--- src/rtl/uart_lb_pkg.sv ---
package uart_lb_pkg;
  localparam int MS_W = 4;

  typedef struct packed {
    logic ri;
    logic dcd;
    logic dsr;
    logic cts;
  } ms_vec_t;

  function automatic logic [MS_W-1:0] ms_map(input logic out2, input logic out1,
                                             input logic dtr, input logic rts);
    ms_vec_t v;
    v.ri  = out2;
    v.dcd = out1;
    v.dsr = dtr;
    v.cts = rts;
    return v;
  endfunction
endpackage

--- src/rtl/lb_ms_mirror.sv ---
module lb_ms_mirror
  import uart_lb_pkg::*;
(
  input  logic            clk_i,
  input  logic            rst_ni,
  input  logic            wr_i,
  input  logic            lbe_i,
  input  logic            out2_i,
  input  logic            out1_i,
  input  logic            dtr_i,
  input  logic            rts_i,
  input  logic [MS_W-1:0] irq_clr_i,
  output logic            lbe_q_o,
  output logic [MS_W-1:0] flags_o,
  output logic [MS_W-1:0] irq_o
);
  logic            rebuild;
  logic [MS_W-1:0] flags_d;

  assign rebuild = wr_i & lbe_i;
  assign flags_d = ms_map(out2_i, out1_i, dtr_i, rts_i);

  always_ff @(posedge clk_i or negedge rst_ni) begin
    if (!rst_ni) begin
      lbe_q_o <= 1'b0;
      flags_o <= '0;
      irq_o   <= '0;
    end else begin
      if (wr_i) lbe_q_o <= lbe_i;
      if (rebuild) begin
        flags_o <= flags_d;
        // whole group cleared, then re-raised from the new flags
        irq_o   <= flags_d;
      end else begin
        irq_o   <= irq_o & ~irq_clr_i;
      end
    end
  end
endmodule

--- src/rtl/lb_rx_sel.sv ---
module lb_rx_sel #(
  parameter int DATA_W = 8,
  localparam int PW = DATA_W + 1
) (
  input  logic              clk_i,
  input  logic              rst_ni,
  input  logic              lbe_i,
  input  logic              brk_i,
  input  logic              tx_wr_i,
  input  logic [DATA_W-1:0] tx_data_i,
  input  logic              ext_valid_i,
  input  logic [DATA_W-1:0] ext_data_i,
  input  logic              ext_brk_i,
  input  logic              full_i,
  output logic              push_o,
  output logic [PW-1:0]     push_data_o
);
  localparam logic [PW-1:0] BRK_WORD = {1'b1, {DATA_W{1'b0}}};

  logic brk_q;
  logic brk_rise;
  logic cand;
  logic [PW-1:0] cand_data;

  always_ff @(posedge clk_i or negedge rst_ni) begin
    if (!rst_ni) brk_q <= 1'b0;
    else         brk_q <= brk_i;
  end

  assign brk_rise = brk_i & ~brk_q;

  always_comb begin
    cand      = 1'b0;
    cand_data = '0;
    if (lbe_i) begin
      if (brk_rise) begin
        cand      = 1'b1;
        cand_data = BRK_WORD;
      end else if (tx_wr_i) begin
        cand      = 1'b1;
        cand_data = {1'b0, tx_data_i};
      end
    end else begin
      if (ext_brk_i) begin
        cand      = 1'b1;
        cand_data = BRK_WORD;
      end else if (ext_valid_i) begin
        cand      = 1'b1;
        cand_data = {1'b0, ext_data_i};
      end
    end
  end

  assign push_o      = cand & ~full_i;
  assign push_data_o = cand_data;
endmodule

--- src/rtl/uart_lb_path.sv ---
module uart_lb_path
  import uart_lb_pkg::*;
#(
  parameter int DATA_W = 8
) (
  input  logic              clk_i,
  input  logic              rst_ni,
  input  logic              ctrl_wr_i,
  input  logic              ctrl_lbe_i,
  input  logic              ctrl_out2_i,
  input  logic              ctrl_out1_i,
  input  logic              ctrl_dtr_i,
  input  logic              ctrl_rts_i,
  input  logic [3:0]        ms_irq_clr_i,
  input  logic              brk_i,
  input  logic              tx_wr_i,
  input  logic [DATA_W-1:0] tx_data_i,
  input  logic              ext_rx_valid_i,
  input  logic [DATA_W-1:0] ext_rx_data_i,
  input  logic              ext_brk_i,
  input  logic              rx_full_i,
  output logic              lb_active_o,
  output logic [3:0]        ms_flags_o,
  output logic [3:0]        ms_irq_o,
  output logic              rx_push_o,
  output logic [DATA_W:0]   rx_push_data_o
);
  logic lbe_q;

  lb_ms_mirror u_mirror (
    .clk_i    (clk_i),
    .rst_ni   (rst_ni),
    .wr_i     (ctrl_wr_i),
    .lbe_i    (ctrl_lbe_i),
    .out2_i   (ctrl_out2_i),
    .out1_i   (ctrl_out1_i),
    .dtr_i    (ctrl_dtr_i),
    .rts_i    (ctrl_rts_i),
    .irq_clr_i(ms_irq_clr_i),
    .lbe_q_o  (lbe_q),
    .flags_o  (ms_flags_o),
    .irq_o    (ms_irq_o)
  );

  lb_rx_sel #(.DATA_W(DATA_W)) u_sel (
    .clk_i      (clk_i),
    .rst_ni     (rst_ni),
    .lbe_i      (lbe_q),
    .brk_i      (brk_i),
    .tx_wr_i    (tx_wr_i),
    .tx_data_i  (tx_data_i),
    .ext_valid_i(ext_rx_valid_i),
    .ext_data_i (ext_rx_data_i),
    .ext_brk_i  (ext_brk_i),
    .full_i     (rx_full_i),
    .push_o     (rx_push_o),
    .push_data_o(rx_push_data_o)
  );

  assign lb_active_o = lbe_q;
endmodule

--- config.mk ---
export PLATFORM = sky130hd
export DESIGN_NAME = uart_lb_path
export DESIGN_NICKNAME = d
export VERILOG_FILES = /design/src/rtl/uart_lb_pkg.sv /design/src/rtl/lb_ms_mirror.sv /design/src/rtl/lb_rx_sel.sv /design/src/rtl/uart_lb_path.sv
export SDC_FILE = /design/constraint.sdc
export NUM_CORES = 1
export LEC_CHECK = 0
export BUFFER_PORTS_ARGS = -buffer_cell sky130_fd_sc_hd__buf_2
export CELL_PAD_IN_SITES_DETAIL_PLACEMENT = 1
export CELL_PAD_IN_SITES_GLOBAL_PLACEMENT = 2
export CORE_UTILIZATION = 17
export CTS_CLUSTER_SIZE = 24
export DETAILED_ROUTE_END_ITERATION = 16
export PLACE_DENSITY_LB_ADDON = 0.25
export SYNTH_ARGS = -nofsm -noshare
export SYNTH_HDL_FRONTEND = slang
export SYNTH_SLANG_ARGS = --single-unit
--- constraint.sdc ---
create_clock -name clk_i -period 1.5 [get_ports clk_i]
set_input_delay 0.3 -clock clk_i [delete_from_list [all_inputs] [get_ports clk_i]]
set_output_delay 0.3 -clock clk_i [all_outputs]
set_load 0.1 [all_outputs]
==> summary.md, run 1 <==
| Metric | Value |
|---|---|
| Setup ws final | -0.4088 ns |
| Initial core utilization | 0.1832 |
| Yosys top cell by area | dfrtp_1 |
| Initial antenna violation count | 0 |
| Clk pin slew, worst setup/hold paths | 0.06 ns |
| IO Port Bufs | 51 |
| Total power | 1.242 mW |
| Crit path time final | between 1.5 and 2 ns |
| Req. time, crit path | ~1.2 ns |
| Die area | ~0.0036 mm^2 |
| Worst setup path start | u_mirror.lbe_q_o |
| Dpl hpwl | 1.685 mm |
| Synth top area cells | dfrtp_1, inv_1, o32ai_1, o21ai_1, nand2b_1 |
| Setup Viol. Count Final | 11 |
| Power density over the cells | just over 900 mW/mm^2 |
| DIE HEIGHT | between 60 and 70 um |
| Layout cell share with drive strength beyond 1 | 0.6016 |
| N_diodes | 0 |
| Max cap viols | 0 |
| Placer congestion estimate | 0.6567 |
| Critical R2R Capture | u_mirror.lbe_q_o |
| DRC | 0 |
| Drt via density | about 4.2 |
| Reg2reg setup slack | 0.24 ns |
| Reg2reg path depth | 4 |
| Mapped Area | 573.1 um^2 |
| Fin crit share | 1.273 |
| Worst setup EP type | output pin |
| Worst VDD drop | 0.0004433 V |
| Site Rows | 20 |
| Switching power | between 500 and 600 uW |
| Clk_lat worst skew | approximately 0.26 ns |
| Asr flop ratio synth | 1.000 |
| Pin count of the biggest net entering global routing | 11 |
| Outcome | complete, but fails checks |
| Vias in the first global route | 730 |
| Final hold viol count | 0 |
| Clk pwr share | 0.189 |
| Net Sw Frac | 0.4616 |
| Max frequency | between 500 and 600 MHz |
| CP Max Fanout | 8 |
| WP data arrival | ~1.6 ns |
| Num Clock Sinks | 10 |
| Global-route wire length before repair | a little over 3 mm |
| Post-synth EDFFs | 0 |
| Routed via count | around 700 |
| Die width | roughly 60 um |
| Core area | around 0.0031 mm^2 |
| Synth Area per Inst | about 8.6 um^2 |
| Layout area overhead | 135.2% |
| Internal | around 670 uW |
| Clk buf depth | 2 |
| CTS tree | done |
| Slew Viols, Final | 0 |
| Worst min path class | in -> reg |
| Wire per inst | between 10 and 15 um |
| Flops & latches, synth | 10 |
| Syn Nets | 100 |
| Layout Nets | 162 |
| First-pass detailed-route iteration total | 4 |
| Part of the power in combinational logic | 0.562 |
| I/O pins | 52 |
| CTS Buf Count | 3 |
| Placement Setup Slack | -0.1963 ns |
| Top post-synthesis cells by count | inv_1, dfrtp_1, o21ai_1, o32ai_1, nand2b_1 |
| Worst slew margin | 0.6774 |
| Hold Path Depth | 2 |
| Layout Utilization | 0.4308 |
| Hold Crit Start | brk_i |
| Syn Inst Count | 67 |
| Yosys cell types | 16 |
| Synth warnings | 0 |
| CP startpoint kind | flip-flop |
| Reg2Reg Launch Point | u_mirror.lbe_q_o |
| Count leader, synth | inv_1 |
| Gr ovfl total | 0 |
| Worst Hold End | u_sel.brk_q |
| Routed Antenna Nets | 0 |
| Top cell type's share of synthesized area | 0.4367 |
| Leakage | 0.6571 nW |
| Unrepaired setup endpoints after global routing | true |
| Post-synth top flop | dfrtp_1 |
| Detailed router's first-iteration violation count | 7 |
| Root buf cell | clkbuf_4 |
| Tot GR Track Use | 0.1117 |
| CP Class | reg -> out |
| CTS H-tree lvls | 1 |
| Measured slew at the worst slew-check pin | 0.4873 ns |
| Seq pwr share | 0.249 |
| Failing checks | negative setup slack |
| Sequential area share after synthesis | 0.4367 |
| Fillers | 362 |
| Worst Skew | 0 ns |
| Hold Slack | between 0.2 and 0.3 ns |
| Routed WL | approximately 1.9 mm |
## what timing repair did
action,CTS,global route
gates resized for setup,3,3
buffers inserted,3,0
setup endpoints to repair,10,11
pin swaps,2,1
hold buffers,1,0
endpoints found under the hold margin,10,0
## cells by family (layout without fill, tap and decap cells)
family / after synthesis / count (layout) / synth area share
AO/OA/AOI/OAI: 17 / 17 / 0.2074
buffers and inverters: 24 / 85 / 0.1747
flip-flops: 10 / 10 / 0.4367
multiplexers: 2 / 2 / 0.03930
AND/OR/NAND/NOR: 14 / 14 / 0.1419
## state kept, by name, indices dropped and copies added, names as in the netlist
| signal | cells |
|---|---|
| u_mirror.flags_o | 4 |
| u_mirror.irq_o | 4 |
| u_mirror.lbe_q_o | 1 |
| u_sel.brk_q | 1 |
## layout by cell type, fill, tap and decap left out, types with 3 or more instances in the layout
master / n
buf_4: 5
nand2b_1: 5
inv_1: 21
buf_12: 12
o21ai_1: 8
buf_2: 40
nand3_1: 4
o32ai_4: 8
dfrtp_1: 9
clkbuf_4: 3
## layer usage
metal  vias up  wire length [um]  global-route usage
met5         -                 0                   0
met3         0               208             0.01948
li1        343                 -                   -
met4         0                 0             0.01993
met1       329               671              0.1205
met2        43              1063              0.2238
## how the worst max path moves through the flow
stage	to	slack, ns	cells after the start
after floorplan	rx_push_data_o[0]	-0.57	2
after global placement	rx_push_data_o[0]	-0.17	4
after detailed placement	rx_push_data_o[0]	-0.20	4
after CTS	rx_push_data_o[4]	-0.43	3
after global routing	rx_push_data_o[6]	-0.45	3
final	rx_push_data_o[3]	-0.41	3
## stage by stage
step | cell area [um^2] | setup TNS (ns) | instances
finish | 1348 | -4.085 | 172
global route | 1348 | -4.456 | 172
CTS | 1335 | -4.246 | 172
detailed placement | 1276 | -1.378 | 165
global placement | 1276 | -1.185 | 165
floorplan | 752.0 | -5.010 | 67
## power by group through the flow
stage	clock network, mW	logic [mW]	registers, mW
2_1_floorplan	0	0.284	0.496
3_3_place_gp	0	0.676	0.313
3_5_place_dp	0	0.685	0.314
4_1_cts	0.240	0.699	0.310
5_1_grt	0.253	0.728	0.313
6_report	0.235	0.698	0.309
## worst max-delay path, stage by stage, from the launching register on
cell and delay (ns):
dfrtp_4 0.47, or3b_4 0.50, o32ai_4 0.16, buf_12 0.21
## layout make-up
| class | count | area, um^2 | area share |
|---|---|---|---|
| Timing Repair Buffer | 60 | 514.2 | 0.3816 |
| Multi-Input combinational cell | 33 | 409.1 | 0.3036 |
| Sequential cell | 10 | 254.0 | 0.1885 |
| Inverter | 21 | 78.83 | 0.05850 |
| Tap cell | 44 | 55.05 | 0.04085 |
| Clock buffer | 4 | 36.28 | 0.02693 |
(Power assumes the default switching activity.)
==> run 2, diff against run 1 <==
--- a/config.mk
+++ b/config.mk
@@ -5,13 +5,13 @@
 export SDC_FILE = /design/constraint.sdc
 export NUM_CORES = 1
 export LEC_CHECK = 0
+export ABC_AREA = 1
 export BUFFER_PORTS_ARGS = -buffer_cell sky130_fd_sc_hd__buf_2
-export CELL_PAD_IN_SITES_DETAIL_PLACEMENT = 1
-export CELL_PAD_IN_SITES_GLOBAL_PLACEMENT = 2
-export CORE_UTILIZATION = 17
+export CORE_UTILIZATION = 35
 export CTS_CLUSTER_SIZE = 24
 export DETAILED_ROUTE_END_ITERATION = 16
 export PLACE_DENSITY_LB_ADDON = 0.25
+export SKIP_CTS_REPAIR_TIMING = 1
 export SYNTH_ARGS = -nofsm -noshare
 export SYNTH_HDL_FRONTEND = slang
 export SYNTH_SLANG_ARGS = --single-unit
==> run 2 against run 1 <==
- the flow still finishes with violations (negative setup slack)
- critical path type unchanged
- worst hold slack worse by 0.013 ns
- register-to-register slack better by 0.33 ns
- clock power is 18% lower
- sequential power is 1% higher
- clock skew stayed put
- critical endpoint unchanged
==> summary.md, run 2 <==
| Metric | Value |
|---|---|
| Outcome | complete, but fails checks |
| Failing checks | negative setup slack |
| Clk_lat worst skew | 0.25 ns (about the same) |
| CP Class | reg -> out |
| Measured slew at the worst slew-check pin | 0.4870 ns (-0.0003380 ns) |
| First-pass detailed-route iteration total | 4 (unchanged) |
| Clk pin slew, worst setup/hold paths | 0.07 ns (about the same) |
| Req. time, crit path | 1.20 ns (about the same) |
| WP data arrival | 1.46 ns (-0.15 ns) |
| CTS Buf Count | 3 (unchanged) |
| Syn Nets | 103 (+3.0%) |
| IO Port Bufs | 51 (unchanged) |
| Layout Utilization | 0.8810 (+0.4502) |
| Global-route wire length before repair | 3.256 mm (+5.1%) |
| Worst VDD drop | 0.001247 V (+180%) |
| Crit path time final | 1.763 ns (-0.1455 ns) |
| DIE HEIGHT | 41.44 um (-31%) |
| Vias in the first global route | 738 (+1.1%) |
| Routed via count | 690 (-3.5%) |
| Core area | 0.001366 mm^2 (-56%) |
| Yosys cell types | 14 (-2) |
| Setup ws final | -0.2634 ns (+0.1455 ns) |
| Power density over the cells | 954.5 mW/mm^2 (+3.6%) |
| CTS tree | done |
| I/O pins | 52 (unchanged) |
| Reg2Reg Launch Point | u_mirror.lbe_q_o |
| Die area | 0.001717 mm^2 (-52%) |
| Synth top area cells | dfrtp_1, nand2_1, inv_1, o21ai_1, nand3b_1 |
| Layout Nets | 164 (+1.2%) |
| Post-synth EDFFs | 0 (unchanged) |
| Count leader, synth | nand2_1 |
| Layout cell share with drive strength beyond 1 | 0.6154 (+0.01382) |
| Total power | 1.149 mW (-7.5%) |
| Flops & latches, synth | 10 (unchanged) |
| Leakage | 0.6492 nW (-1.2%) |
| Placer congestion estimate | 0.7364 (+12%) |
| Layout area overhead | 121.1% |
| Synth warnings | 0 (unchanged) |
| Yosys top cell by area | dfrtp_1 |
| Sequential area share after synthesis | 0.4598 (+0.02309) |
| Site Rows | 13 (-35%) |
| Setup Viol. Count Final | 10 (-1) |
| Top post-synthesis cells by count | nand2_1, dfrtp_1, inv_1 |
| Routed WL | 1.875 mm (-3.5%) |
| Fin crit share | 1.176 (-0.09699) |
| Worst Skew | 0 ns (unchanged) |
| Tot GR Track Use | 0.2461 (+0.1344) |
| Max cap viols | 0 (unchanged) |
| N_diodes | 0 (unchanged) |
| Routed Antenna Nets | 0 (unchanged) |
| Most frequent cells in the layout | buf_2, nand2_1, buf_12 |
| CP startpoint kind | flip-flop |
| Pin count of the biggest net entering global routing | 11 (unchanged) |
| Drt via density | 4.759 (+14%) |
| CTS H-tree lvls | 1 (unchanged) |
| Wire per inst | 12.93 um (+14%) |
| CP Max Fanout | 8 (unchanged) |
| Commonest non-fill, non-tap cell in the layout | buf_2 |
| Top cell type's share of synthesized area | 0.4598 (+0.02309) |
| Die width | 41.44 um (-31%) |
| Num Clock Sinks | 10 (unchanged) |
| Synth Area per Inst | 7.775 um^2 (-9.1%) |
| Mapped Area | 544.3 um^2 (-5.0%) |
| Post-synth top flop | dfrtp_1 |
| Max frequency | 567.1 MHz (+8.3%) |
| Syn Inst Count | 70 (+4.5%) |
| DRC | 0 (unchanged) |
| Dpl hpwl | 1.621 mm (-3.8%) |
| Final hold viol count | 0 (unchanged) |
| Detailed router's first-iteration violation count | 11 (+4) |
| Initial antenna violation count | 0 (unchanged) |
| Gr ovfl total | 0 (unchanged) |
| Unrepaired setup endpoints after global routing | true |
| Worst setup path start | u_mirror.lbe_q_o |
| Fillers | 73 (-80%) |
| Top Registers | u_mirror.flags_o (4), u_mirror.irq_o (4) |
| Hold Slack | 0.2454 ns (-0.01335 ns) |
| Slew Viols, Final | 0 (unchanged) |
| Worst min path class | in -> reg |
| Worst setup EP type | output pin |
| Worst slew margin | 0.6776 (about the same) |
| Clk buf depth | 2 (unchanged) |
| Hold Crit Start | ctrl_dtr_i |
| Asr flop ratio synth | 1.000 (unchanged) |
| Root buf cell | clkbuf_4 |
| Initial core utilization | 0.3984 (+0.2152) |
## run 2: cell families after synthesis
logic type	share of synthesized area
AOI/OAI and AO/OA	0.08964
buffers and inverters	0.07586
DFF	0.4598
and+or+nand+nor	0.3747
## run 2: path summary, 6_finish.rpt
path,depth (start not counted),slack [ns],to
min in group asynchronous,2,0.41,u_mirror.flags_o[1]
max in group asynchronous,2,0.87,u_mirror.lbe_q_o
setup reg to reg,3,0.57,u_mirror.lbe_q_o
hold reg to reg,2,0.47,u_mirror.flags_o[3]
hold / removal,3,0.25,u_mirror.flags_o[1]
setup / recovery,6,-0.26,rx_push_data_o[3]
## run 2: critical path, cell delays in order, from the launching register on
cell     delay, ns
dfrtp_4       0.52
inv_4         0.08
nand2_4       0.06
nor2_8        0.14
nand2_1       0.12
o21ai_4       0.09
buf_12        0.19
## run 2: where the power goes
part	total, mW	switching [mW]	internal, mW
Combinational	0.643	0.456	0.187
Clock	0.193	0.0905	0.103
Sequential	0.313	0.0170	0.296
## run 2: metrics by stage
step | setup WS (ns) | area (um^2) | std cells | setup TNS [ns]
floorplan | -0.3421 | 690.7 | 70 | -2.945
global placement | 0.03636 | 1145 | 138 | 0
detailed placement | -0.02752 | 1145 | 138 | -0.05720
CTS | -0.3190 | 1171 | 142 | -2.606
global route | -0.3367 | 1204 | 145 | -2.920
finish | -0.2634 | 1204 | 145 | -2.234
## run 2: routing by layer
layer | vias up | wire length [um] | part of all wire | track usage
li1 | 340 | - | - | -
met1 | 313 | 676 | 0.36 | 0.2678
met2 | 31 | 1045 | 0.56 | 0.4344
met3 | 6 | 97 | 0.052 | 0.07826
met4 | 0 | 55 | 0.029 | 0.1032
met5 | - | 0 | 0 | 0
## run 2: cell type report
class,instances,area [um^2],share of cell area
clock buffers,4,26.28,0.02183
multi-input cells,49,400.4,0.3326
inverters,11,43.79,0.03638
repair buffers,56,460.4,0.3825
well taps,15,18.77,0.01559
flip-flops and latches,10,254.0,0.2110
